## src/rtl/dgf_pkg.sv

```systemverilog
package dgf_pkg;
  localparam int ADDR_W    = 5;
  localparam int FILT_BASE = 'h00;  // filtered level bytes
  localparam int CLR_ADDR  = 'h07;  // strobe register
  localparam int IV_BASE   = 'h08;  // interval shadow bytes
  localparam int EN_BASE   = 'h0C;  // enable mask bytes
  localparam int APPLY_BIT = 0;     // load shadow interval
  localparam int RESTART_BIT = 1;   // clear stability counts
endpackage

```

## src/rtl/dgf_tick.sv

```systemverilog
module dgf_tick #(
  parameter int DIV = 10
) (
  input  logic clk,
  input  logic rst_n,
  output logic tick
);
  localparam int CW = (DIV > 1) ? $clog2(DIV) : 1;
  localparam logic [CW-1:0] LAST = CW'(DIV - 1);

  logic [CW-1:0] cnt_q, cnt_d;

  always_comb begin
    tick  = (cnt_q == LAST);
    cnt_d = tick ? '0 : cnt_q + 1'b1;
  end

  always_ff @(posedge clk or negedge rst_n) begin
    if (!rst_n) cnt_q <= '0;
    else        cnt_q <= cnt_d;
  end

  generate
    if (DIV > 1) begin : g_gap
      AST_TICK_GAP: assert property (@(posedge clk) disable iff (!rst_n)
        tick |=> !tick) else $error("tick twice in a row");
    end
  endgenerate
endmodule

```

## src/rtl/dgf_chan.sv

```systemverilog
module dgf_chan #(
  parameter int IV_W = 20
) (
  input  logic            clk,
  input  logic            rst_n,
  input  logic            tick,
  input  logic            restart,
  input  logic            en,
  input  logic [IV_W-1:0] iv,
  input  logic            raw,
  output logic            level
);
  logic            s1_q, s2_q;
  logic            out_q, out_d;
  logic [IV_W-1:0] cnt_q, cnt_d;
  logic            filt_on;
  logic [IV_W:0]   cnt_nx;

  always_comb begin
    filt_on = en && (iv != '0);
    cnt_nx  = {1'b0, cnt_q} + 1'b1;
    cnt_d   = cnt_q;
    out_d   = out_q;
    if (!filt_on) begin
      out_d = s2_q;
      cnt_d = '0;
    end else if (s2_q == out_q) begin
      cnt_d = '0;
    end else if (tick) begin
      if (cnt_nx >= {1'b0, iv}) begin
        out_d = s2_q;
        cnt_d = '0;
      end else begin
        cnt_d = cnt_nx[IV_W-1:0];
      end
    end
    if (restart) cnt_d = '0;
  end

  always_ff @(posedge clk or negedge rst_n) begin
    if (!rst_n) begin
      s1_q  <= 1'b0;
      s2_q  <= 1'b0;
      out_q <= 1'b0;
      cnt_q <= '0;
    end else begin
      s1_q  <= raw;
      s2_q  <= s1_q;
      out_q <= out_d;
      cnt_q <= cnt_d;
    end
  end

  assign level = out_q;

  AST_NEW_LEVEL_FROM_SYNC: assert property (@(posedge clk) disable iff (!rst_n)
    !$stable(out_q) |-> (out_q == $past(s2_q))) else $error("output took a level not seen");
  AST_FILT_HOLD_OFF_TICK: assert property (@(posedge clk) disable iff (!rst_n)
    (filt_on && !tick) |=> $stable(out_q)) else $error("filtered output moved off tick");
endmodule

```

## src/rtl/dgf_regs.sv

```systemverilog
module dgf_regs
  import dgf_pkg::*;
#(
  parameter int N_CH = 24,
  parameter int IV_W = 20
) (
  input  logic              clk,
  input  logic              rst_n,
  input  logic              wr_en,
  input  logic [ADDR_W-1:0] addr,
  input  logic [7:0]        wr_data,
  input  logic [N_CH-1:0]   filt,
  output logic [7:0]        rd_data,
  output logic [N_CH-1:0]   en_mask,
  output logic [IV_W-1:0]   iv_act,
  output logic              restart
);
  localparam int N_BYTES  = N_CH / 8;
  localparam int IV_BYTES = (IV_W + 7) / 8;

  logic [N_CH-1:0] en_q, en_d;
  logic [IV_W-1:0] sh_q, sh_d;
  logic [IV_W-1:0] act_q, act_d;
  logic            clr_hit, apply;

  always_comb begin
    clr_hit = wr_en && (addr == ADDR_W'(CLR_ADDR));
    apply   = clr_hit && wr_data[APPLY_BIT];
    restart = clr_hit && wr_data[RESTART_BIT];

    en_d = en_q;
    for (int b = 0; b < N_BYTES; b++)
      if (wr_en && addr == ADDR_W'(EN_BASE + b)) en_d[b*8 +: 8] = wr_data;

    sh_d = sh_q;
    for (int b = 0; b < IV_BYTES; b++)
      if (wr_en && addr == ADDR_W'(IV_BASE + b))
        for (int k = 0; k < 8; k++)
          if (b*8 + k < IV_W) sh_d[b*8 + k] = wr_data[k];

    act_d = apply ? sh_q : act_q;

    rd_data = '0;
    for (int b = 0; b < N_BYTES; b++)
      if (addr == ADDR_W'(FILT_BASE + b)) rd_data = filt[b*8 +: 8];
  end

  always_ff @(posedge clk or negedge rst_n) begin
    if (!rst_n) begin
      en_q  <= '0;
      sh_q  <= '0;
      act_q <= '0;
    end else begin
      en_q  <= en_d;
      sh_q  <= sh_d;
      act_q <= act_d;
    end
  end

  assign en_mask = en_q;
  assign iv_act  = act_q;

  AST_IV_ONLY_ON_APPLY: assert property (@(posedge clk) disable iff (!rst_n)
    !(wr_en && addr == ADDR_W'(CLR_ADDR) && wr_data[APPLY_BIT]) |=> $stable(iv_act))
    else $error("interval changed without strobe");
  AST_MASK_ONLY_ON_WRITE: assert property (@(posedge clk) disable iff (!rst_n)
    !wr_en |=> $stable(en_mask)) else $error("enable mask changed without write");
endmodule

```

## src/rtl/din_glitch_filter.sv

```systemverilog
module din_glitch_filter
  import dgf_pkg::*;
#(
  parameter int N_CH     = 24,
  parameter int IV_W     = 20,
  parameter int TICK_DIV = 10
) (
  input  logic              clk,
  input  logic              rst_n,
  input  logic [N_CH-1:0]   din,
  input  logic              wr_en,
  input  logic [ADDR_W-1:0] addr,
  input  logic [7:0]        wr_data,
  output logic [7:0]        rd_data
);
  logic            tick;
  logic            restart;
  logic [N_CH-1:0] en_mask;
  logic [N_CH-1:0] filt;
  logic [IV_W-1:0] iv_act;

  dgf_tick #(.DIV(TICK_DIV)) u_tick (
    .clk  (clk),
    .rst_n(rst_n),
    .tick (tick)
  );

  dgf_regs #(.N_CH(N_CH), .IV_W(IV_W)) u_regs (
    .clk    (clk),
    .rst_n  (rst_n),
    .wr_en  (wr_en),
    .addr   (addr),
    .wr_data(wr_data),
    .filt   (filt),
    .rd_data(rd_data),
    .en_mask(en_mask),
    .iv_act (iv_act),
    .restart(restart)
  );

  generate
    for (genvar c = 0; c < N_CH; c++) begin : g_ch
      dgf_chan #(.IV_W(IV_W)) u_ch (
        .clk    (clk),
        .rst_n  (rst_n),
        .tick   (tick),
        .restart(restart),
        .en     (en_mask[c]),
        .iv     (iv_act),
        .raw    (din[c]),
        .level  (filt[c])
      );
    end
  endgenerate
endmodule

```

## config.mk

```make
export PLATFORM = sky130hd
export DESIGN_NAME = din_glitch_filter
export DESIGN_NICKNAME = d
export VERILOG_FILES = /design/src/rtl/dgf_pkg.sv /design/src/rtl/dgf_tick.sv /design/src/rtl/dgf_chan.sv /design/src/rtl/dgf_regs.sv /design/src/rtl/din_glitch_filter.sv
export SDC_FILE = /design/constraint.sdc
export NUM_CORES = 2
export LEC_CHECK = 0
export BUFFER_PORTS_ARGS = -buffer_cell sky130_fd_sc_hd__buf_2
export CAP_MARGIN = 10
export CORE_MARGIN = 1.5
export CORE_UTILIZATION = 60
export CTS_CLUSTER_DIAMETER = 150
export DETAILED_ROUTE_END_ITERATION = 16
export PLACE_DENSITY = 0.76
export SLEW_MARGIN = 5
export SYNTH_ARGS = -nofsm -noshare
export SYNTH_HDL_FRONTEND = slang
export SYNTH_SLANG_ARGS = --single-unit
```

## constraint.sdc

```tcl
create_clock -name clk -period 4.3 [get_ports clk]
set_input_delay 0.215 -clock clk [delete_from_list [all_inputs] [get_ports clk]]
set_output_delay 0.215 -clock clk [all_outputs]
set_load 0.01 [all_outputs]
```

==> out/qor.txt <==
status -> finished, final reports clean
Layout fillers -> 5503
Core ar. -> 0.0705 mm2
Worst R2R Start -> g_ch[17].u_ch.cnt_q[0]
Total Routed Length -> 118000 um
Worst Clk Skew -> 30.3 ps
FF-to-FF path depth -> 12
first-pass GRT wire length -> 189000 um
Final setup viols -> 0
Max clock buf depth -> 3
met1 Resource Use GR -> 0.440
share of layout cells above drive strength 1 -> 0.101
antenna violations before repair -> 3
cell-internal power -> 10.8 mW
type of the worst setup path -> flop to flop
CP max-delay cell -> or4_4
Clk pwr share -> 0.403
most common cell after layout, fill and taps aside -> dfrtp_1
row count -> 97
clock latency at the later pin of the worst-skew pair -> 640 ps
crit path cell chain -> ha_1, and4_1, nand4_1, or2_2, xnor2_1, ha_1, a22o_1, o41ai_1, o311ai_4, or4_4, or3_1, o21ai_0
Yosys cell types -> 92
Buffers on Ports -> 47
slew margin rel. -> 0.152
total number of vias -> 36100
Hold Violations, Final -> 0
fmax -> 248 MHz
Die Ht -> 271 um
GPL Wtd Cong -> 0.917
CTS tree -> built
Avg Inst Size Synth -> 9.55 um2
Finished Layout Cells -> 5647
HP Start -> wr_data[0]
initial core utilization -> 0.609
mapped cell area -> 0.0430 mm2
DRT iter0 DRCs -> 2750
htree depth -> 3
GRT overflow -> 0
DRC Markers -> 0
die width -> 271 um
IO Pins -> 48
CP Max Fanout -> 7
Seq/Total Area, Yosys -> 0.361
hold depth -> 2
crit start category -> flop
hold endpoint -> u_regs.sh_q[16]
Critical Path Source -> g_ch[17].u_ch.cnt_q[0]
Post-synth EDFFs -> 0
Clock Sinks -> 620
Critical Path RT -> 4850 ps
worst hold path type -> input port to flop
Switch Pwr -> 4.80 mW
Placed Cells -> 5486
ys flop type -> dfrtp_1
vias in the first global route -> 34900
pwr/cell area -> 327 mW/mm2
Mapped Nets -> 5045
Max Cap Violations -> 0
global route hottest layer -> met2
top cells by area, synth -> dfrtp_1 (36%), ha_1 (15%), xnor2_1 (4.8%)
CTS Root Cell -> clkbuf_16
Seq pwr share -> 0.397
Global Route met3 Usage -> 0.0511
VDD IR max -> 0.000320 V
TritonCTS buffer count -> 73
Global Route met2 Usage -> 0.513
#FFs+latches synth -> 620
nets -> 5196
most frequent cells in the layout -> dfrtp_1 (619), ha_1 (504), nand2_1 (501), nand3_1 (255), xnor2_1 (236)
period utilization -> 0.938
CP peak stage delay -> 570 ps
GRT Util Overall -> 0.322
Leak -> 23.6 nW
Final Hold Slack -> 25.2 ps
die area -> 0.0732 mm2
Logic pwr share -> 0.199
final worst path period need -> 4030 ps
Setup WS pre-CTS -> 304 ps
crit path DAT -> 4580 ps
worst flop-to-flop path endpoint -> g_ch[17].u_ch.cnt_q[5]
Tightest Pin Transition -> 1270 ps
FFs w/ async S/R, synth -> 1.00
crit path capture type -> flop
cell mode on critical path -> ha_1
drt wl/cell -> 20.9 um
post-synth top area cell -> dfrtp_1
post-route ant nets -> 0
Yosys top cell area share -> 0.361
clock transition at the registers of the reported paths -> 60 ps
drt via density -> 6.39
Yosys Warn Count -> 0
drt pass-1 iters -> 6
largest net degree at the start of global routing -> 105
Layout area overhead -> 10.9%
Cells after Synth -> 4501
worst setup margin -> 268 ps
FF-to-FF setup slack -> 270 ps
Total Power -> 15.6 mW
fin. max-slew vios -> 0
DPL Wire Length -> 81700 um
Switching Share -> 0.309
-- per-stage QoR --
step	utilization	setup TNS, ps	area [um2]
3_5_place_dp	0.637	0	44900
4_1_cts	0.675	0	47600
2_1_floorplan	-	0	43000
3_3_place_gp	0.637	0	44900
5_1_grt	0.676	-60.7	47700
6_report	0.676	0	47700
-- sequential cells by signal, indices dropped and copies added (netlist names) --
register	count
g_ch.u_ch.s1_q	24
u_regs.en_mask	24
u_regs.sh_q	20
g_ch.u_ch.cnt_q	480
u_tick.cnt_q	4
u_regs.iv_act	20
g_ch.u_ch.level	24
g_ch.u_ch.s2_q	24
-- metal layers --
layer	wire length, um	share of wire
met5	10	0.000085
met4	5110	0.043
met1	51600	0.44
met2	53100	0.45
met3	8230	0.070
-- cell usage after synthesis (all sizes together) (11+ instances only) --
cell	count
a2111oi	12
a211o	11
a211oi	29
a21o	161
a21oi	209
a22o	192
a31oi	32
a32o	79
and2	32
and3	80
and4	35
buf	47
clkbuf	81
dfrtp	620
ha	504
inv	93
mux2	87
nand2	502
nand2b	88
nand3	257
nand4	150
nor2	240
nor2b	28
nor3	55
nor4	37
o211ai	36
o21a	20
o21ai	145
o22ai	17
or2	44
or3	44
or4	11
xnor2	236
xor2	167
-- repair_timing --
item / 4_1_cts / 5_1_grt
setup buffers: 0 / 0
resized for setup: 0 / 5
endpoints found under the setup margin: 0 / 38
hold endpoints to repair: 151 / 0
hold buffers: 31 / 0
-- power by group through the flow --
stage / clock [mW] / sequential (mW) / combinational [mW]
floorplan: 0 / 6.21 / 1.87
global placement: 0 / 6.28 / 2.94
detailed placement: 0 / 6.28 / 2.99
CTS: 6.38 / 6.18 / 3.04
global route: 6.61 / 6.20 / 3.36
finish: 6.28 / 6.19 / 3.10
-- worst max-delay path by stage --
stage	to	slack [ps]	cells past startpoint
final	g_ch[17].u_ch.cnt_q[5]	270	12
after global routing	g_ch[10].u_ch.cnt_q[6]	-30	14
after CTS	g_ch[10].u_ch.cnt_q[6]	210	14
after detailed placement	g_ch[1].u_ch.cnt_q[4]	300	13
after global placement	g_ch[17].u_ch.cnt_q[12]	400	12
after floorplan	g_ch[17].u_ch.cnt_q[16]	500	13
-- final cells by class --
cell class / instances / area [um2] / area share
inverters: 93 / 349 / 0.00733
flip-flops and latches: 620 / 15500 / 0.326
multi-input cells: 3660 / 26600 / 0.558
repair buffers: 204 / 1640 / 0.0344
clock buffers: 99 / 2050 / 0.0429
diodes: 1 / 2.50 / 0.0000525
well taps: 940 / 1180 / 0.0247
clock inverters: 30 / 358 / 0.00751
-- critical path: cells and delay by family, from the launching register on --
family / cells / cell delay [ps]
xor gates and xnor gates: 1 / 150
AOI/OAI and AO/OA: 4 / 1030
DFF: 1 / 450
and+or+nand+nor: 5 / 1740
adders and majority gates: 2 / 580
-- cell families after synthesis --
family,count (synthesis),synth area share
compound gates,1026,0.172
xor+xnor,403,0.0821
simple gates,1630,0.191
flops,620,0.361
buf+inv,221,0.0217
mux,97,0.0251
fa+ha+maj,504,0.147
No activity file was read; power rests on OpenSTA's default activity.
